## config.mk

```make
export PLATFORM = sky130hd
export DESIGN_NAME = fpas_core
export DESIGN_NICKNAME = d
export VERILOG_FILES = /design/src/rtl/fpas_pkg.sv /design/src/rtl/fpas_align.sv /design/src/rtl/fpas_addsub.sv /design/src/rtl/fpas_core.sv
export SDC_FILE = /design/constraint.sdc
export NUM_CORES = 1
export LEC_CHECK = 0
export BUFFER_PORTS_ARGS = -buffer_cell sky130_fd_sc_hd__buf_2
export CAP_MARGIN = 20
export CORE_UTILIZATION = 30
export DETAILED_ROUTE_END_ITERATION = 10
export GPL_TIMING_DRIVEN = 0
export PLACE_DENSITY = 0.47
export SLEW_MARGIN = 25
export SYNTH_ARGS = -nofsm -noshare
export SYNTH_HDL_FRONTEND = slang
export SYNTH_SLANG_ARGS = --single-unit
```

## constraint.sdc

```tcl
create_clock -name clk -period 7.2 [get_ports clk]
set_input_delay 1.44 -clock clk [delete_from_list [all_inputs] [get_ports clk]]
set_output_delay 1.44 -clock clk [all_outputs]
set_load 0.005 [all_outputs]
```

## src/rtl/fpas_pkg.sv

```systemverilog
package fpas_pkg;
    localparam int unsigned EXP_W  = 7;
    localparam int unsigned MAN_W  = 16;
    localparam int unsigned WORD_W = 1 + EXP_W + MAN_W;
    localparam int unsigned STEP_W = $clog2(MAN_W + 1);
    localparam int unsigned DIFF_W = EXP_W + 1;

    localparam logic [EXP_W-1:0] EXP_MAX = {1'b0, {(EXP_W-1){1'b1}}};
    localparam logic [EXP_W-1:0] EXP_MIN = {1'b1, {(EXP_W-1){1'b0}}};

    typedef enum logic [1:0] {
        ST_IDLE  = 2'd0,
        ST_ALIGN = 2'd1,
        ST_ARITH = 2'd2,
        ST_NORM  = 2'd3
    } fpas_state_e;

    typedef struct packed {
        fpas_state_e         state;
        logic                sa;
        logic                sb;
        logic [EXP_W-1:0]    ea;
        logic [EXP_W-1:0]    eb;
        logic [MAN_W-1:0]    ma;
        logic [MAN_W-1:0]    mb;
        logic                rs;
        logic [EXP_W-1:0]    re;
        logic [MAN_W-1:0]    rm;
        logic [STEP_W-1:0]   steps;
        logic [WORD_W-1:0]   res;
        logic                done;
        logic                ovf;
    } fpas_regs_t;
endpackage

```

## src/rtl/fpas_align.sv

```systemverilog
module fpas_align
    import fpas_pkg::*;
(
    input  logic [EXP_W-1:0] ea_i,
    input  logic [EXP_W-1:0] eb_i,
    input  logic [MAN_W-1:0] ma_i,
    input  logic [MAN_W-1:0] mb_i,
    output logic [EXP_W-1:0] e_o,
    output logic [MAN_W-1:0] ma_o,
    output logic [MAN_W-1:0] mb_o
);
    logic signed [DIFF_W-1:0] diff;
    logic [DIFF_W-1:0]        mag;
    logic                     a_big;

    // shift right by d and add back the last bit dropped
    function automatic logic [MAN_W-1:0] shr_round(input logic [MAN_W-1:0] m,
                                                   input logic [DIFF_W-1:0] d);
        logic [MAN_W-1:0] part;
        logic [MAN_W-1:0] r;
        part = '0;
        if (d >= DIFF_W'(MAN_W)) begin
            r = '0;
        end else if (d == '0) begin
            r = m;
        end else begin
            part = m >> (d - DIFF_W'(1));
            r = (part >> 1) + {{(MAN_W-1){1'b0}}, part[0]};
        end
        return r;
    endfunction

    always_comb begin
        diff  = $signed({ea_i[EXP_W-1], ea_i}) - $signed({eb_i[EXP_W-1], eb_i});
        a_big = !diff[DIFF_W-1];
        mag   = a_big ? diff : -diff;
        e_o   = a_big ? ea_i : eb_i;
        ma_o  = a_big ? ma_i : shr_round(ma_i, mag);
        mb_o  = a_big ? shr_round(mb_i, mag) : mb_i;
    end
endmodule

```

## src/rtl/fpas_addsub.sv

```systemverilog
module fpas_addsub
    import fpas_pkg::*;
(
    input  logic             sa_i,
    input  logic             sb_i,
    input  logic [EXP_W-1:0] e_i,
    input  logic [MAN_W-1:0] ma_i,
    input  logic [MAN_W-1:0] mb_i,
    output logic             s_o,
    output logic [EXP_W-1:0] e_o,
    output logic [MAN_W-1:0] m_o,
    output logic             sat_o
);
    logic [MAN_W:0] sum;
    logic [MAN_W:0] dif;

    always_comb begin
        sum   = {1'b0, ma_i} + {1'b0, mb_i};
        dif   = {1'b0, ma_i} - {1'b0, mb_i};
        s_o   = sa_i;
        e_o   = e_i;
        sat_o = 1'b0;
        if (sa_i == sb_i) begin
            if (sum[MAN_W]) begin
                m_o   = sum[MAN_W:1] + {{(MAN_W-1){1'b0}}, sum[0]};
                e_o   = e_i + EXP_W'(1);
                sat_o = (e_i == EXP_MAX);
            end else begin
                m_o = sum[MAN_W-1:0];
            end
        end else begin
            if (dif[MAN_W]) begin
                m_o = -dif[MAN_W-1:0];
                s_o = ~sa_i;
            end else begin
                m_o = dif[MAN_W-1:0];
            end
        end
    end
endmodule

```

## src/rtl/fpas_core.sv

```systemverilog
module fpas_core
    import fpas_pkg::*;
(
    input  logic              clk,
    input  logic              rst_n,
    input  logic              start_i,
    input  logic              op_sub_i,
    input  logic [WORD_W-1:0] a_i,
    input  logic [WORD_W-1:0] b_i,
    output logic              done_o,
    output logic              ovf_o,
    output logic [WORD_W-1:0] result_o
);
    fpas_regs_t q, d;

    logic [EXP_W-1:0] al_e;
    logic [MAN_W-1:0] al_ma, al_mb;
    logic             as_s, as_sat;
    logic [EXP_W-1:0] as_e;
    logic [MAN_W-1:0] as_m;

    fpas_align u_align (
        .ea_i (q.ea),
        .eb_i (q.eb),
        .ma_i (q.ma),
        .mb_i (q.mb),
        .e_o  (al_e),
        .ma_o (al_ma),
        .mb_o (al_mb)
    );

    fpas_addsub u_addsub (
        .sa_i  (q.sa),
        .sb_i  (q.sb),
        .e_i   (q.re),
        .ma_i  (q.ma),
        .mb_i  (q.mb),
        .s_o   (as_s),
        .e_o   (as_e),
        .m_o   (as_m),
        .sat_o (as_sat)
    );

    always_comb begin
        d      = q;
        d.done = 1'b0;
        unique case (q.state)
            ST_IDLE: begin
                if (start_i) begin
                    d.sa    = a_i[WORD_W-1];
                    d.ea    = a_i[WORD_W-2 -: EXP_W];
                    d.ma    = a_i[MAN_W-1:0];
                    d.sb    = b_i[WORD_W-1] ^ op_sub_i;
                    d.eb    = b_i[WORD_W-2 -: EXP_W];
                    d.mb    = b_i[MAN_W-1:0];
                    d.state = ST_ALIGN;
                end
            end
            ST_ALIGN: begin
                d.ma    = al_ma;
                d.mb    = al_mb;
                d.re    = al_e;
                d.state = ST_ARITH;
            end
            ST_ARITH: begin
                if (as_sat) begin
                    d.res   = {as_s, EXP_MAX, {MAN_W{1'b1}}};
                    d.ovf   = 1'b1;
                    d.done  = 1'b1;
                    d.state = ST_IDLE;
                end else begin
                    d.rs    = as_s;
                    d.re    = as_e;
                    d.rm    = as_m;
                    d.steps = '0;
                    d.state = ST_NORM;
                end
            end
            ST_NORM: begin
                if (q.rm == '0) begin
                    d.res   = '0;
                    d.ovf   = 1'b0;
                    d.done  = 1'b1;
                    d.state = ST_IDLE;
                end else if (q.rm[MAN_W-1] || q.re == EXP_MIN ||
                             q.steps == STEP_W'(MAN_W)) begin
                    d.res   = {q.rs, q.re, q.rm};
                    d.ovf   = 1'b0;
                    d.done  = 1'b1;
                    d.state = ST_IDLE;
                end else begin
                    d.rm    = q.rm << 1;
                    d.re    = q.re - EXP_W'(1);
                    d.steps = q.steps + STEP_W'(1);
                end
            end
            default: d.state = ST_IDLE;
        endcase
    end

    always_ff @(posedge clk or negedge rst_n) begin
        if (!rst_n) q <= '0;
        else        q <= d;
    end

    assign done_o   = q.done;
    assign ovf_o    = q.ovf;
    assign result_o = q.res;
endmodule

```

==> flow_summary.yaml <==
grt:
  grt_pass1_vias: 10024
  antenna_found_initial: 0
  use_met1_pct: 26.8
  grt_max_degree: 67
  grt_util_met2_pct: 34.2
  gr-total-overflow: 0
  grt_pass1_wl_um: 56300
  grt_usage_pct: 20.3
  grt-busiest-layer: "met2"
  use_met3_pct: 2.32
synth:
  netlist_area_sq_um: 10400
  synth_top_area_share_pct: 25.3
  yosysMostFrequentCell: "nand2_1"
  synth-seq-area-share_pct: 25.3
  syn_inst: 1334
  synth_common_cells: "nand2_1, nor2_1, a21oi_1"
  synth-edff-count: 0
  yosysTopAreaCell: "dfrtp_1"
  synth_cell_type_count: 100
  syn_area_per_cell_sq_um: 7.79
  async_flop_share_pct: 100
  synth-seq-cells: 105
  yosys_warnings: 0
  synth_area_leaders: "dfrtp_1, ha_1, nand2_1"
  synth_ff_type: "dfrtp_1"
  synth_fp_nets: 1446
worst_hold_path:
  hold_start: "ovf_o$_DFFE_PN0P_"
  hold_class: "reg -> reg"
cts:
  clock_sinks: 105
  root_buffer: "clkbuf_16"
  clockBufferDepth: 2
  tritoncts: "built"
  htreeDepth: 3
  clk_pin_slew_ns: 0.08
  numCtsBuffers: 9
  ctsHoldBuffers: 0
  clk_latency_ns: 0.38
sta:
  rsz0062_at_grt: "no"
  clock.fmax_mhz: 149
  hold_viol_final: 0
  skew_ns: 0.00785
  period_needed_ns: 6.72
  final-setup-viol-count: 0
  tns_ns: 0
  worstMarginPinSlew_ns: 0.990
  timing.final.max_slew_violations: 0
  holdWs_ns: 0.479
  fin_crit_sh_pct: 93.3
  slew_headroom_pct: 33.7
routing:
  vias: 10074
  drc_errors: 0
  via_per_inst: 5.37
  ant_nets: 0
  firstDrtPassIters: 6
  drt-initial-drc-count: 713
  routed_wl_um: 35200
  routedWlPerCell_um: 18.8
finish:
  syn_to_final_growth_pct: 12.4
  finalInstanceArea_sq_um: 11700
  fin_util_pct: 34.6
  drive_gt1_share_pct: 13.0
  diodes: 0
  nNetsFinal: 1535
  fillers: 3644
worst_setup_path:
  cp-end-kind: "register"
  cp-start-kind: "register"
  reg2reg_from: "q[100]$_DFFE_PN0P_"
  crit_arrival_ns: 6.96
  rrSetupSlack_ns: 0.48
  cp_max_fo: 10
  critical_path.startpoint: "q[100]$_DFFE_PN0P_"
  crit_type: "reg -> reg"
  cp.required_ns: 7.44
placement:
  placed_area_sq_um: 11400
  gp_congestion: 0.908
  io_buffer_count: 77
  dp.final_hpwl_um: 27800
floorplanning:
  die_area_sq_um: 35400
  io_pins: 78
  start_util_pct: 30.8
  dieHeight_um: 188
  rows: 67
  core_sq_um: 33800
  die_w_um: 188
run:
  cap_violations: 0
status:
  status: "complete, no violations"
placed cells by master (no fill, tap or decap), types with 34 or more instances in the layout:
master,n
nor2_1,131
nand2_1,155
xnor2_1,46
ha_1,56
xor2_1,34
inv_1,59
a21oi_1,113
dfrtp_1,105
buf_2,88
clkbuf_1,58
o21ai_0,80
cells by family (layout without fill, tap and decap cells):
family	Yosys count	in the layout	synth area share [%]
buffers and inverters	157	251	6.73
flip-flops	105	105	25.3
multiplexers	47	47	4.94
adder cells (fa/ha/maj)	60	60	7.51
AND/OR/NAND/NOR	486	486	22.6
XOR/XNOR	83	83	7.39
AO/OA/AOI/OAI	396	396	25.5
worst max-delay path, stage by stage, from the launching register on:
cell and delay, ns:
dfrtp_1 0.40, ha_1 0.35, or3b_4 0.45, nor2_1 0.23
a211o_1 0.13, buf_4 0.18, buf_2 0.24, nor2_1 0.06
a21oi_1 0.17, ha_1 0.26, inv_1 0.11, a221oi_2 0.23
a32oi_2 0.14, or4_1 0.56, o311a_2 0.17, a211oi_4 0.33
o21ai_2 0.18, buf_2 0.25, a311oi_1 0.24, ha_1 0.22
ha_1 0.23, nand4_1 0.15, or4_4 0.57, or4_1 0.48
nand3_1 0.15, a221oi_2 0.07
what timing repair did:
action / CTS / global route
resized for setup: 0 / 8
endpoints found under the setup margin: 0 / 8
setup buffers: 0 / 0
metrics by stage:
stage | worst slack, ns | std cells
2_1_floorplan | 1.16 | 1334
3_5_place_dp | 0.0420 | 1860
3_3_place_gp | 0.00329 | 1859
6_report | 0.484 | 1876
4_1_cts | 0.0117 | 1876
5_1_grt | 0.0156 | 1876
final cells by class:
type	count	area (sq um)	area share, %
clock inverters	6	56.3	0.482
flip-flops and latches	105	2630	22.5
well taps	448	561	4.80
multi-input cells	1072	7080	60.6
repair buffers	78	419	3.59
inverters	60	225	1.93
clock buffers	10	239	2.05
plain buffers	97	477	4.08
sequential cells by signal (all words and copies together) (netlist names):
name and count:
done_o 1, ovf_o 1, q 79, result_o 24
worst paths after layout:
| check | to | cells past startpoint |
|---|---|---|
| worst max-delay path | q[67]$_DFFE_PN0P_ | 25 |
| worst min-delay path | ovf_o$_DFFE_PN0P_ | 2 |
| worst max register to register | q[67]$_DFFE_PN0P_ | 25 |
| worst min register to register | ovf_o$_DFFE_PN0P_ | 2 |
| max in group asynchronous | q[74]$_DFFE_PN0P_ | 2 |
| min in group asynchronous | ovf_o$_DFFE_PN0P_ | 1 |
metal layers:
metal  wire (um)  up-vias
li1            -     4992
met1       16400     4784
met2       16700      250
met3        1340       48
met4         742        0
met5           0        -
Power is left out: the tool's default activity adds up to more than one toggle a clock period on the data nets, which glitch-free logic cannot reach.
